## config.mk

```make
export PLATFORM = sky130hd
export DESIGN_NAME = at_trap_unit
export DESIGN_NICKNAME = d
export VERILOG_FILES = /design/src/rtl/at_pkg.sv /design/src/rtl/at_trap_reg.sv /design/src/rtl/at_fetch_cmp.sv /design/src/rtl/at_req_delay.sv /design/src/rtl/at_exc_ctl.sv /design/src/rtl/at_trap_unit.sv
export SDC_FILE = /design/constraint.sdc
export NUM_CORES = 1
export LEC_CHECK = 0
export ABC_AREA = 1
export BUFFER_PORTS_ARGS = -buffer_cell sky130_fd_sc_hd__buf_2
export CAP_MARGIN = 25
export CORE_MARGIN = 1.5
export CORE_UTILIZATION = 50
export CTS_BUF_LIST = sky130_fd_sc_hd__clkbuf_4 sky130_fd_sc_hd__clkbuf_8
export DETAILED_ROUTE_END_ITERATION = 10
export GPL_ROUTABILITY_DRIVEN = 0
export PLACE_DENSITY = 0.84
export SETUP_SLACK_MARGIN = 0.3
export SYNTH_ARGS = -nofsm -noshare
export SYNTH_HDL_FRONTEND = slang
export SYNTH_SLANG_ARGS = --single-unit
```

## constraint.sdc

```tcl
create_clock -name clk -period 1.6 [get_ports clk]
set_clock_uncertainty 0.05 [all_clocks]
set_input_delay 0.32 -clock clk [delete_from_list [all_inputs] [get_ports clk]]
set_output_delay 0.32 -clock clk [all_outputs]
set_load 0.01 [all_outputs]
```

## src/rtl/at_pkg.sv

```systemverilog
package at_pkg;
  localparam int unsigned AT_ADDR_W = 24;
  typedef logic [AT_ADDR_W-1:0] at_addr_t;

  // mask of the address bits that take part in the compare
  function automatic at_addr_t cmp_mask(input int unsigned align_bits);
    at_addr_t m;
    m = '1;
    for (int i = 0; i < int'(align_bits); i++) m[i] = 1'b0;
    return m;
  endfunction

  // true when two addresses select the same aligned instruction word
  function automatic logic same_word(input at_addr_t a, input at_addr_t b,
                                     input int unsigned align_bits);
    return ((a ^ b) & cmp_mask(align_bits)) == '0;
  endfunction
endpackage

```

## src/rtl/at_trap_reg.sv

```systemverilog
module at_trap_reg
  import at_pkg::*;
#(
  parameter at_addr_t RESET_VAL = '0
) (
  input  logic     clk,
  input  logic     rst_n,
  input  logic     wr,
  input  at_addr_t wdata,
  output at_addr_t trap_addr
);
  always_ff @(posedge clk or negedge rst_n) begin
    if (!rst_n)  trap_addr <= RESET_VAL;
    else if (wr) trap_addr <= wdata;
  end
endmodule

```

## src/rtl/at_fetch_cmp.sv

```systemverilog
module at_fetch_cmp
  import at_pkg::*;
#(
  parameter int unsigned ALIGN_BITS = 1
) (
  input  logic     bus_valid,
  input  logic     bus_fetch,
  input  at_addr_t bus_addr,
  input  at_addr_t trap_addr,
  input  logic     enable,
  input  logic     busy,
  output logic     addr_eq,
  output logic     hit
);
  logic is_fetch_state;

  always_comb begin
    is_fetch_state = bus_valid & bus_fetch;
    addr_eq        = same_word(bus_addr, trap_addr, ALIGN_BITS);
    hit            = is_fetch_state & addr_eq & enable & ~busy;
  end
endmodule

```

## src/rtl/at_req_delay.sv

```systemverilog
module at_req_delay #(
  parameter int unsigned DELAY = 2
) (
  input  logic clk,
  input  logic rst_n,
  input  logic enable,
  input  logic hit,
  output logic due,
  output logic in_flight
);
  localparam int unsigned STAGES = (DELAY > 1) ? DELAY - 1 : 1;

  logic [STAGES-1:0] stage_q;

  generate
    for (genvar g = 0; g < STAGES; g++) begin : g_stage
      if (g == 0) begin : g_head
        always_ff @(posedge clk or negedge rst_n) begin
          if (!rst_n)       stage_q[0] <= 1'b0;
          else if (!enable) stage_q[0] <= 1'b0;
          else              stage_q[0] <= hit;
        end
      end else begin : g_tail
        always_ff @(posedge clk or negedge rst_n) begin
          if (!rst_n)       stage_q[g] <= 1'b0;
          else if (!enable) stage_q[g] <= 1'b0;
          else              stage_q[g] <= stage_q[g-1];
        end
      end
    end
  endgenerate

  always_comb begin
    due       = stage_q[STAGES-1];
    in_flight = |stage_q;
  end
endmodule

```

## src/rtl/at_exc_ctl.sv

```systemverilog
module at_exc_ctl
  import at_pkg::*;
(
  input  logic     clk,
  input  logic     rst_n,
  input  logic     enable,
  input  logic     due,
  input  logic     insn_done,
  input  at_addr_t resume_pc,
  output logic     take,
  output logic     irq,
  output logic     exc_start,
  output at_addr_t stack_addr
);
  always_comb take = irq & insn_done & enable;

  always_ff @(posedge clk or negedge rst_n) begin
    if (!rst_n) begin
      irq        <= 1'b0;
      exc_start  <= 1'b0;
      stack_addr <= '0;
    end else begin
      exc_start <= take;
      if (take) stack_addr <= resume_pc;
      if (!enable || take) irq <= 1'b0;
      else if (due)        irq <= 1'b1;
    end
  end
endmodule

```

## src/rtl/at_trap_unit.sv

```systemverilog
module at_trap_unit
  import at_pkg::*;
#(
  parameter int unsigned REQ_DELAY  = 2,
  parameter int unsigned ALIGN_BITS = 1
) (
  input  logic                 clk,
  input  logic                 rst_n,
  input  logic [AT_ADDR_W-1:0] bus_addr,
  input  logic                 bus_valid,
  input  logic                 bus_fetch,
  input  logic                 insn_done,
  input  logic [AT_ADDR_W-1:0] resume_pc,
  input  logic                 trap_wr,
  input  logic [AT_ADDR_W-1:0] trap_wdata,
  input  logic                 trap_en,
  output logic                 trap_irq,
  output logic                 exc_start,
  output logic [AT_ADDR_W-1:0] stack_addr
);
  at_addr_t trap_addr_w;
  logic     addr_eq_w;
  logic     hit_w;
  logic     due_w;
  logic     in_flight_w;
  logic     take_w;
  logic     busy_w;

  always_comb busy_w = in_flight_w | trap_irq | exc_start;

  at_trap_reg u_reg (
    .clk       (clk),
    .rst_n     (rst_n),
    .wr        (trap_wr),
    .wdata     (trap_wdata),
    .trap_addr (trap_addr_w)
  );

  at_fetch_cmp #(.ALIGN_BITS(ALIGN_BITS)) u_cmp (
    .bus_valid (bus_valid),
    .bus_fetch (bus_fetch),
    .bus_addr  (bus_addr),
    .trap_addr (trap_addr_w),
    .enable    (trap_en),
    .busy      (busy_w),
    .addr_eq   (addr_eq_w),
    .hit       (hit_w)
  );

  at_req_delay #(.DELAY(REQ_DELAY)) u_dly (
    .clk       (clk),
    .rst_n     (rst_n),
    .enable    (trap_en),
    .hit       (hit_w),
    .due       (due_w),
    .in_flight (in_flight_w)
  );

  at_exc_ctl u_exc (
    .clk        (clk),
    .rst_n      (rst_n),
    .enable     (trap_en),
    .due        (due_w),
    .insn_done  (insn_done),
    .resume_pc  (resume_pc),
    .take       (take_w),
    .irq        (trap_irq),
    .exc_start  (exc_start),
    .stack_addr (stack_addr)
  );
endmodule

```

==> metrics <==
worst hold stages 3; Clk pwr share 0.295; sw frac 0.250; drt drc 0; GRT Overall Usage 0.199; IO Count 105; # H-tree levels 2; die area 5200 um^2; Sequential Power Share 0.573; die width 72.1 um; R2R cell count 7; Worst Setup Path Type flip-flop to output port; CTS buffer count 5; # port buffers 102; n_diodes 0; Total Wirelength 4960 um; Cell Pwr Density 776 nW/um^2; CTS clk-pin slew, worst paths 0.09 ns; antenna viol nets, final 0; P_int 1.76 mW; Syn Area/Cell 7.80 um^2; Die Y 72.1 um; Unique masters post-synth 18; Achievable Freq 791 MHz; # setup viols final 0; worst hold start resume_pc[17]; Net Count, Synth 385; Gate power share 0.132; CTS tree yes; crit start category flip-flop; relative slew slack 0.762; Yosys warning count 0; Worst Hold Endpoint u_exc.stack_addr[17]; Slew Viols, Final 0; Post-Route Utilization 0.675; cell count after synthesis 306; initial antenna violation count 0; Seq/Total Area, Yosys 0.524; Net Sw Power 586 uW; Clock Latency Late Sink 0.29 ns; most frequent cells in the layout nand2_1, buf_2, dfrtp_1; peak supply drop 579 uV; Max-Cap Viols 0; share of layout cells above drive strength 1 0.337; drt pass-1 iters 4; CP max-delay cell dfrtp_2; Post-Syn Area 2390 um^2; status finished, final reports clean; final setup TNS 0 ns; Data required, critical path 1.23 ns; worst reg2reg path endpoint u_dly.due; Pleak 1.87 nW; r2r setup slk 0.47 ns; Via density 4.58; placed wire-length estimate 3840 um; Row Count 24; synthesis-to-finish area growth 26.5%; RSZ-0062 raised after global routing no; Reg2Reg Launch Point u_exc.irq; CTS max path bufs 2; vias 2115; Hold Crit Class input port to flip-flop; critical path arrival 0.89 ns; Final nets 489; CTS root buf clkbuf_8; Worst Setup End Kind output port; most common cell after layout, fill and taps aside nand2_1; Worst path max stage delay 0.45 ns; first-pass GRT wire length 8240 um; worst slew pin tran 0.357 ns; crit-path max FO 5; Initial Utilization 0.534; Period minus WS final 1.26 ns; clock sink total 50; flops & latches, synth 50; vias in the first global route 2070; worst path cell trace buf_2; GR Overflow Total 0; Final Hold Vio Count 0; core area 4470 um^2; crit path buf inv count 1; pin count of the biggest net entering global routing 51; crit-path leading delay family flip-flops; fin crit share 0.790; 1st-iter DRT viols 47; WL per Instance 10.7 um
layer usage:
layer	vias up	GRT usage	wire, um	share of wire
met1	945	0.226	2080	0.42
met4	0	0.0545	65	0.013
met2	57	0.377	2620	0.53
met3	6	0.0417	196	0.039
li1	1107	-	-	-
met5	-	0	0	0
cell type report:
cell class	count	area (um^2)
Clock buffer	5	68.8
Tap cell	52	65.1
Sequential cell	50	1250
Multi-Input combinational cell	206	907
Inverter	41	156
Clock inverter	2	15.0
Fill cell	395	1450
Timing Repair Buffer	106	556
state kept, by name, summed over array words and instances, names as in the netlist:
signal            flops
u_exc.stack_addr     24
u_exc.irq             1
u_exc.exc_start       1
u_reg.trap_addr      23
u_dly.due             1
power by group through the flow:
stage | Clock, mW | Sequential, mW | Combinational, mW
after floorplan | 0 | 1.36 | 0.152
after global placement | 0 | 1.36 | 0.301
after detailed placement | 0 | 1.37 | 0.312
after CTS | 0.724 | 1.34 | 0.316
after global routing | 0.761 | 1.35 | 0.362
final | 0.692 | 1.34 | 0.310
cells by family after synthesis:
group	synth area share
muxes	0.0141
buffers and inverters	0.0959
AOI/OAI and AO/OA	0.0493
and+or+nand+nor	0.306
xor gates and xnor gates	0.0110
DFF	0.524
repair_timing:
item | in CTS | in global routing
hold buffers | 1 | 0
buffers inserted | 0 | 0
resized for setup | 0 | 1
endpoints found under the setup margin | 0 | 1
endpoints found under the hold margin | 50 | 0
worst max-delay path by stage:
stage	to	startpoint	slack, ns	cells past startpoint
final	trap_irq	u_exc.irq	0.34	1
after global placement	u_reg.trap_addr[18]	trap_wr	0.44	3
after global routing	trap_irq	u_exc.irq	0.30	1
after floorplan	u_dly.due	u_exc.irq	0.52	7
after detailed placement	u_reg.trap_addr[15]	trap_wr	0.43	3
after CTS	trap_irq	u_exc.irq	0.31	1
cell usage after synthesis:
| cell | instances | share of area |
|---|---|---|
| clkbuf_1 | 2 | 0.0031 |
| buf_2 | 5 | 0.010 |
| inv_4 | 1 | 0.0026 |
| nand2_1 | 142 | 0.22 |
| xnor2_1 | 2 | 0.0073 |
| dfrtp_1 | 50 | 0.52 |
| a21oi_1 | 1 | 0.0021 |
| mux2_2 | 3 | 0.014 |
| buf_12 | 2 | 0.017 |
| xor2_1 | 1 | 0.0037 |
| o211ai_1 | 1 | 0.0031 |
| inv_1 | 40 | 0.063 |
| nand3_4 | 1 | 0.0073 |
| o21ai_0 | 21 | 0.044 |
| nand2_2 | 19 | 0.050 |
| nor2_1 | 13 | 0.020 |
| nor2_2 | 1 | 0.0026 |
| nand3_1 | 1 | 0.0021 |
stage by stage:
stage	hold WS, ns	cell area [um^2]	setup slack, ns	total power, mW	cells
4_1_cts	0.165	3020	0.313	2.38	462
3_5_place_dp	0.281	2930	0.429	1.68	454
2_1_floorplan	-0.0256	2390	0.523	1.51	306
6_report	0.172	3020	0.335	2.34	462
5_1_grt	0.165	3020	0.304	2.47	462
3_3_place_gp	0.280	2930	0.439	1.67	454
No activity file was read; power rests on OpenSTA's default activity.
